File: config.mk
export PLATFORM = sky130hd
export DESIGN_NAME = pll_lock_monitor
export DESIGN_NICKNAME = d
export VERILOG_FILES = /design/src/rtl/lock_pkg.sv /design/src/rtl/mismatch_meter.sv /design/src/rtl/hold_qualifier.sv /design/src/rtl/status_mux.sv /design/src/rtl/pll_lock_monitor.sv
export SDC_FILE = /design/constraint.sdc
export NUM_CORES = 1
export LEC_CHECK = 0
export ABC_AREA = 1
export BUFFER_PORTS_ARGS = -buffer_cell sky130_fd_sc_hd__buf_2
export CAP_MARGIN = 5
export CORE_MARGIN = 8
export CORE_UTILIZATION = 42
export DETAILED_ROUTE_END_ITERATION = 16
export PLACE_DENSITY = 0.6
export SLEW_MARGIN = 25
export SYNTH_ARGS = -nofsm -noshare
export SYNTH_HDL_FRONTEND = slang
export SYNTH_SLANG_ARGS = --single-unit
File: constraint.sdc
create_clock -name clk -period 2.1 [get_ports clk]
set_input_delay 0.42 -clock clk [delete_from_list [all_inputs] [get_ports clk]]
set_output_delay 0.42 -clock clk [all_outputs]
set_load 0.01 [all_outputs]
File: src/rtl/lock_pkg.sv
package lock_pkg;

    localparam int HOLD_SEL_W = 2;

    typedef struct packed {
        logic valid;
        logic clean;
    } period_verdict_t;

    function automatic int hold_target(input logic [HOLD_SEL_W-1:0] sel);
        return 2 << sel;
    endfunction

    function automatic int window_limit(input logic wide, input int narrow_cyc, input int wide_cyc);
        return wide ? wide_cyc : narrow_cyc;
    endfunction

endpackage

File: src/rtl/mismatch_meter.sv
module mismatch_meter
    import lock_pkg::*;
#(
    parameter int MIS_W      = 8,
    parameter int NARROW_CYC = 2,
    parameter int WIDE_CYC   = 4
) (
    input  logic            clk,
    input  logic            rst,
    input  logic            restart,
    input  logic            up_i,
    input  logic            dn_i,
    input  logic            ref_tick,
    input  logic            win_sel,
    output period_verdict_t verdict
);

    localparam logic [MIS_W-1:0] ACC_MAX = '1;

    logic [MIS_W-1:0] acc_q;
    logic             one_sided;
    logic [MIS_W:0]   total;
    logic [MIS_W:0]   limit;

    assign one_sided = up_i ^ dn_i;
    assign total     = {1'b0, acc_q} + {{MIS_W{1'b0}}, one_sided};
    assign limit     = (MIS_W+1)'(window_limit(win_sel, NARROW_CYC, WIDE_CYC));

    always_ff @(posedge clk) begin
        if (rst || restart || ref_tick) begin
            acc_q <= '0;
        end else if (one_sided && acc_q != ACC_MAX) begin
            acc_q <= acc_q + 1'b1;
        end
    end

    always_comb begin
        verdict.valid = ref_tick && !restart;
        verdict.clean = (total <= limit);
    end

endmodule

File: src/rtl/hold_qualifier.sv
module hold_qualifier
    import lock_pkg::*;
#(
    parameter int CNT_W = 5
) (
    input  logic                  clk,
    input  logic                  rst,
    input  logic                  restart,
    input  period_verdict_t       verdict,
    input  logic [HOLD_SEL_W-1:0] hold_sel,
    output logic                  lock_o
);

    localparam logic [CNT_W-1:0] CNT_MAX = '1;

    logic [CNT_W-1:0] run_q;
    logic [CNT_W-1:0] run_next;
    logic [CNT_W-1:0] need;

    assign need     = CNT_W'(hold_target(hold_sel));
    assign run_next = (run_q == CNT_MAX) ? run_q : run_q + 1'b1;

    always_ff @(posedge clk) begin
        if (rst || restart) begin
            run_q  <= '0;
            lock_o <= 1'b0;
        end else if (verdict.valid) begin
            if (verdict.clean) begin
                run_q  <= run_next;
                lock_o <= (run_next >= need);
            end else begin
                run_q  <= '0;
                lock_o <= 1'b0;
            end
        end
    end

endmodule

File: src/rtl/status_mux.sv
module status_mux (
    input  logic sel,
    input  logic lock_i,
    input  logic low_sig_i,
    output logic status_o
);

    always_comb begin
        status_o = sel ? low_sig_i : lock_i;
    end

endmodule

File: src/rtl/pll_lock_monitor.sv
module pll_lock_monitor
    import lock_pkg::*;
#(
    parameter int MIS_W      = 8,
    parameter int NARROW_CYC = 2,
    parameter int WIDE_CYC   = 4,
    parameter int CNT_W      = 5
) (
    input  logic       clk,
    input  logic       rst,
    input  logic       restart,
    input  logic       up_i,
    input  logic       dn_i,
    input  logic       ref_tick,
    input  logic [1:0] hold_sel,
    input  logic       win_sel,
    input  logic       stat_sel,
    input  logic       low_sig_i,
    output logic       lock_o,
    output logic       status_o
);

    period_verdict_t verdict;

    mismatch_meter #(
        .MIS_W(MIS_W), .NARROW_CYC(NARROW_CYC), .WIDE_CYC(WIDE_CYC)
    ) u_meter (
        .clk(clk), .rst(rst), .restart(restart), .up_i(up_i), .dn_i(dn_i),
        .ref_tick(ref_tick), .win_sel(win_sel), .verdict(verdict)
    );

    hold_qualifier #(.CNT_W(CNT_W)) u_hold (
        .clk(clk), .rst(rst), .restart(restart), .verdict(verdict),
        .hold_sel(hold_sel), .lock_o(lock_o)
    );

    status_mux u_stat (
        .sel(stat_sel), .lock_i(lock_o), .low_sig_i(low_sig_i), .status_o(status_o)
    );

endmodule

* Word-level counts from Yosys, hierarchy flattened *
Cells that the tools add are included.

storage, ports and cells
  bits in registers = 14
  bits in latches = 0
  RAM bits = 0
  memory bits (read-only) = 0
  input bits = 11
  word-level logic and storage cells = 22
  memories kept = 0

cells by class
  $add $sub $neg = 3
  multipliers = 0
  div/mod/pow operators = 0
  order comparisons = 2
  equal/unequal tests = 2
  shifts and indexed selects = 1
  multiplexer cells = 5
  bitwise gates (word level) = 1
  reduce and logical (&&, ||, !) cells = 5

operator list
  cell                                              number
  two-way mux 5 bit                                 2
  adder 8 x 1 -> 9 bit                              1
  less-or-equal comparator 9 bit                    1
  adder 8 x 1 -> 8 bit (second input constant)      1
  inequality test 8 bit (second input constant)     1
  adder 5 x 1 -> 5 bit (second input constant)      1
  == test 5 bit (second input constant)             1
  greater-or-equal comparator 5 bit                 1
  left shift 2 x 2 -> 5 bit (first input constant)  1
  two-way mux 3 bit                                 1
  logical AND 1 bit                                 2
  logical OR 1 bit                                  2
  two-way mux 1 bit                                 2
  zero test 1 bit                                   1
  XOR 1 bit                                         1

* Depth between registers and ports, before layout *
  depth in word-level cells = 4
  depth in mapped cells = 14
  mapped depth without buffers = 14

* Modules after synthesis *
From an unflattened synthesis, not the netlist that was laid out.

unflattened totals
  cell total of the unflattened synthesis = 164
  area, all modules = 1071.0 sq um

modules (own cells, without submodules)
  module          times used  cells each  area each (sq um)  sequential area each (sq um)
  mismatch_meter  1           93          600.6              160.2
  hold_qualifier  1           67          455.4              120.1
  status_mux      1           4           15.0               0.0

* Worst setup path before layout *
Ideal clock, no wire load.

  kind = input to register
  start = in dn_i
  end = reg u_hold.run_q[3]
  setup time = 66 ps
  data arrival time = 2070 ps
  data required time = 2034 ps
  setup slack = -36 ps
  stages = 14
  path buffers = 0
  cell sequence = xor2_1 ha_1 ha_1 nand2_1 inv_1 nor2_1 ha_1 nand2_1 nand2_1 nand2_1 nand3_1 nor2_2 nand3_4 a21oi_2

on the way
  word-level cells in the longest chain between the ends = 4

RTL lines
  what                            RTL line                text
  from (decl)                     pll_lock_monitor.sv:13  input logic dn_i,
  XOR 1 bit                       mismatch_meter.sv:25    assign one_sided = up_i ^ dn_i;
  adder 8 x 1 -> 9 bit            mismatch_meter.sv:26    assign total = {1'b0, acc_q} + {{MIS_W{1'b0}}, one_sided};
  less-or-equal comparator 9 bit  mismatch_meter.sv:39    verdict.clean = (total <= limit);
  two-way mux 5 bit               hold_qualifier.sv:28    if (verdict.clean) begin
  to (signal assigned)            hold_qualifier.sv:29    run_q <= run_next;
  to (decl)                       hold_qualifier.sv:16    logic [CNT_W-1:0] run_q;

No other way between the ends.
A chain may end at the register's enable or synchronous reset.

* Worst setup path after layout *
  start = in up_i
  end = reg u_hold.lock_o

on the way
  word-level cells in the longest chain between the ends = 4

RTL lines
  what                            RTL line                text
  from (decl)                     pll_lock_monitor.sv:12  input logic up_i,
  XOR 1 bit                       mismatch_meter.sv:25
  adder 8 x 1 -> 9 bit            mismatch_meter.sv:26
  less-or-equal comparator 9 bit  mismatch_meter.sv:39
  two-way mux 1 bit               hold_qualifier.sv:28
  to (signal assigned)            hold_qualifier.sv:30    lock_o <= (run_next >= need);
  to (decl)                       hold_qualifier.sv:11    output logic lock_o

No other way between the ends.

==> metrics.md <==
| Metric | Value |
|---|---|
| Status | `finished clean` |
| Critical Path Most Common Cell | `nand2_1` |
| Finished Layout Cells | `226` |
| CTS Buf Count | `3` |
| Grt ovf | `0` |
| Gate power share | `17.5%` |
| Clock-pin slew on the worst setup and hold paths | `90 ps` |
| Critical path startpoint category | `input port` |
| First-pass GRT wire length | `4080 µm` |
| Power Density | `420 mW/mm²` |
| N_diodes | `0` |
| Fraction of final layout cells sized beyond drive strength 1 | `24.6%` |
| Dpl cells | `220` |
| Hold slack | `422 ps` |
| Worst-path cell chain | `buf_2 -> xor2_2 -> ha_2 -> ha_4 -> nand2_1 -> inv_1 -> nor2_1 -> ha_1 -> nand2_1 -> nand2_1 -> nand2_1 -> nand3_2 -> nor2_4 -> nand3_4 -> a21oi_2` |
| Setup Crit Path Kind | `in -> reg` |
| Final setup viols | `0` |
| Worst-path fanout max | `5` |
| HP Class | `in -> reg` |
| Starting Density | `43.1%` |
| Commonest non-fill, non-tap cell in the layout | `nand2_1` |
| Die height | `68.8 µm` |
| Mapped Cells | `176` |
| FILL cells | `280` |
| Syn Std Cell Area | `0.00117 mm²` |
| Vias | `1125` |
| Clk sinks | `14` |
| Max-slew headroom | `70.8%` |
| GRT Total Usage | `10.9%` |
| FP Rows | `19` |
| Total die area | `0.00473 mm²` |
| Post-route DRC violation count | `0` |
| Htree depth | `1` |
| Initial antenna violation count | `0` |
| Final Hold Fails | `0` |
| Remaining antenna violation count | `0` |
| Clk Latency, worst-skew pair | `280 ps` |
| Internal power | `418 µW` |
| Slew Limit Fails | `0` |
| Die width | `68.8 µm` |
| Sw power | `156 µW` |
| RSZ-0062 raised after global routing | `no` |
| Fmax | `516 MHz` |
| Synth cell types | `25` |
| Clk root buf | `clkbuf_4` |
| VDD IR max | `0.252 mV` |
| Dpl ws | `-186 ps` |
| Sw Ratio | `27.2%` |
| Critical Path Max Stage Delay | `280 ps` |
| Post-detail-place hpwl | `1930 µm` |
| Min Clock Period, post-route | `1940 ps` |
| Largest net degree at the start of global routing | `12` |
| Syn-to-layout area delta | `16.9%` |
| Drt wl/cell | `10.7 µm` |
| WP data arrival | `2170 ps` |
| Slew @ Worst Pin | `437 ps` |
| Leak pwr | `0.000672 µW` |
| Worst Skew | `0.295 ps` |
| Syn_nets | `197` |
| Yosys Warn Count | `0` |
| IO Count | `13` |
| Max-Cap Viols | `0` |
| Nets | `217` |
| Vias in the first global route | `1062` |
| Buffers on Ports | `12` |
| Register bit total from synthesis | `14` |
| Final setup margin | `162 ps` |
| CTS Buffer Depth | `2` |
| Final Wtd Congestion | `0.799` |
| Final worst path period share | `92.3%` |
| Crit end category | `register` |
| Final core utilization | `50.4%` |
| First DRT Iteration DRCs | `26` |
| Vias per cell | `4.98` |
| Post-synthesis area per instance | `6.64 µm²` |
| Slowest stage cell, crit path | `ha_1` |
| Most frequent cells in the layout | `49 x nand2_1, 27 x inv_1, 12 x nand3_1, 12 x buf_2, 12 x dfxtp_1` |
| TritonRoute pass-1 iters | `4` |
| Clock share of power | `34.7%` |
| Worst EP required | `2330 ps` |
| Total routed wirelength | `2420 µm` |
| Core area | `0.00271 mm²` |
| Register share of total power | `47.8%` |
| Sequential share of the synthesized area | `24.0%` |
| CTS tree | `built` |
| Overall Power | `574 µW` |
## synth_stat cells (all sizes together)
library cell | count | area share [%]
dfxtp | 14 | 24
xor2 | 7 | 5.2
mux2 | 1 | 0.96
nor2 | 16 | 6.6
o21ai | 6 | 2.6
mux2i | 1 | 0.86
nand2 | 53 | 18
nand3 | 14 | 7.1
inv | 28 | 9.0
a21oi | 16 | 8.5
nor3 | 1 | 0.43
nand4 | 4 | 2.7
buf | 4 | 2.4
ha | 10 | 11
xnor2 | 1 | 0.75
## flip-flops by register name, indices dropped and copies added (netlist names)
register	count
u_meter.acc_q	8
u_hold.run_q	5
u_hold.lock_o	1
## through the flow
stage / area [µm²] / TNS, ps
2_1_floorplan: 1180 / 0
3_3_place_gp: 1290 / -678
3_5_place_dp: 1290 / -1050
4_1_cts: 1320 / 0
5_1_grt: 1370 / 0
6_report: 1370 / 0
## final cells by class
class,instances,area [µm²],share of cell area [%]
Inverter,28,105,7.69
Timing Repair Buffer,19,113,8.24
Multi-Input combinational cell,130,791,57.9
Clock buffer,4,36.3,2.66
Tap cell,31,38.8,2.84
Sequential cell,14,283,20.7
## cell families (layout without fill, tap and decap cells)
logic type / count (synthesis) / after routing / share of synthesized area, %
and+or+nand+nor: 88 / 88 / 35.1
buffers and inverters: 32 / 51 / 11.3
AOI/OAI and AO/OA: 22 / 22 / 11.0
DFF: 14 / 14 / 24.0
adders and majority gates: 10 / 10 / 10.7
xor gates and xnor gates: 8 / 8 / 6.00
muxes: 2 / 2 / 1.82
## timing repair
item	CTS	global route
buffers inserted	0	2
hold buffers	0	0
setup endpoints to repair	0	6
resized for setup	0	7
## power by group through the flow
stage	Combinational [µW]	Clock, µW	Sequential [µW]
floorplan	63.5	0	280
global placement	91.3	0	280
detailed placement	95.3	0	280
CTS	95.9	204	274
global route	114	214	276
finish	100	199	275
## metal layers
metal | global-route usage (%) | part of all wire, %
met5 | 0 | 0
met1 | 11.9 | 42
met2 | 20.1 | 52
met3 | 1.94 | 3.4
met4 | 4.76 | 2.9
## critical path, delay by kind of cell
kind | cells | cell delay, ps
buffers and inverters | 2 | 170
AO/OA/AOI/OAI | 1 | 150
XOR/XNOR | 1 | 160
adder cells (fa/ha/maj) | 3 | 650
AND/OR/NAND/NOR | 8 | 600
## final timing paths
kind,end,start,slack [ps],cells after the start
min,u_hold.run_q[1]$_SDFFE_PP0P_,rst,420,4
max,u_hold.lock_o$_SDFFE_PP0P_,up_i,160,15
min reg2reg,u_meter.acc_q[7]$_SDFFE_PP0P_,u_meter.acc_q[7]$_SDFFE_PP0P_,510,2
max reg2reg,u_hold.lock_o$_SDFFE_PP0P_,u_meter.acc_q[0]$_SDFFE_PP0P_,200,13
No activity file was read; power rests on OpenSTA's default activity.
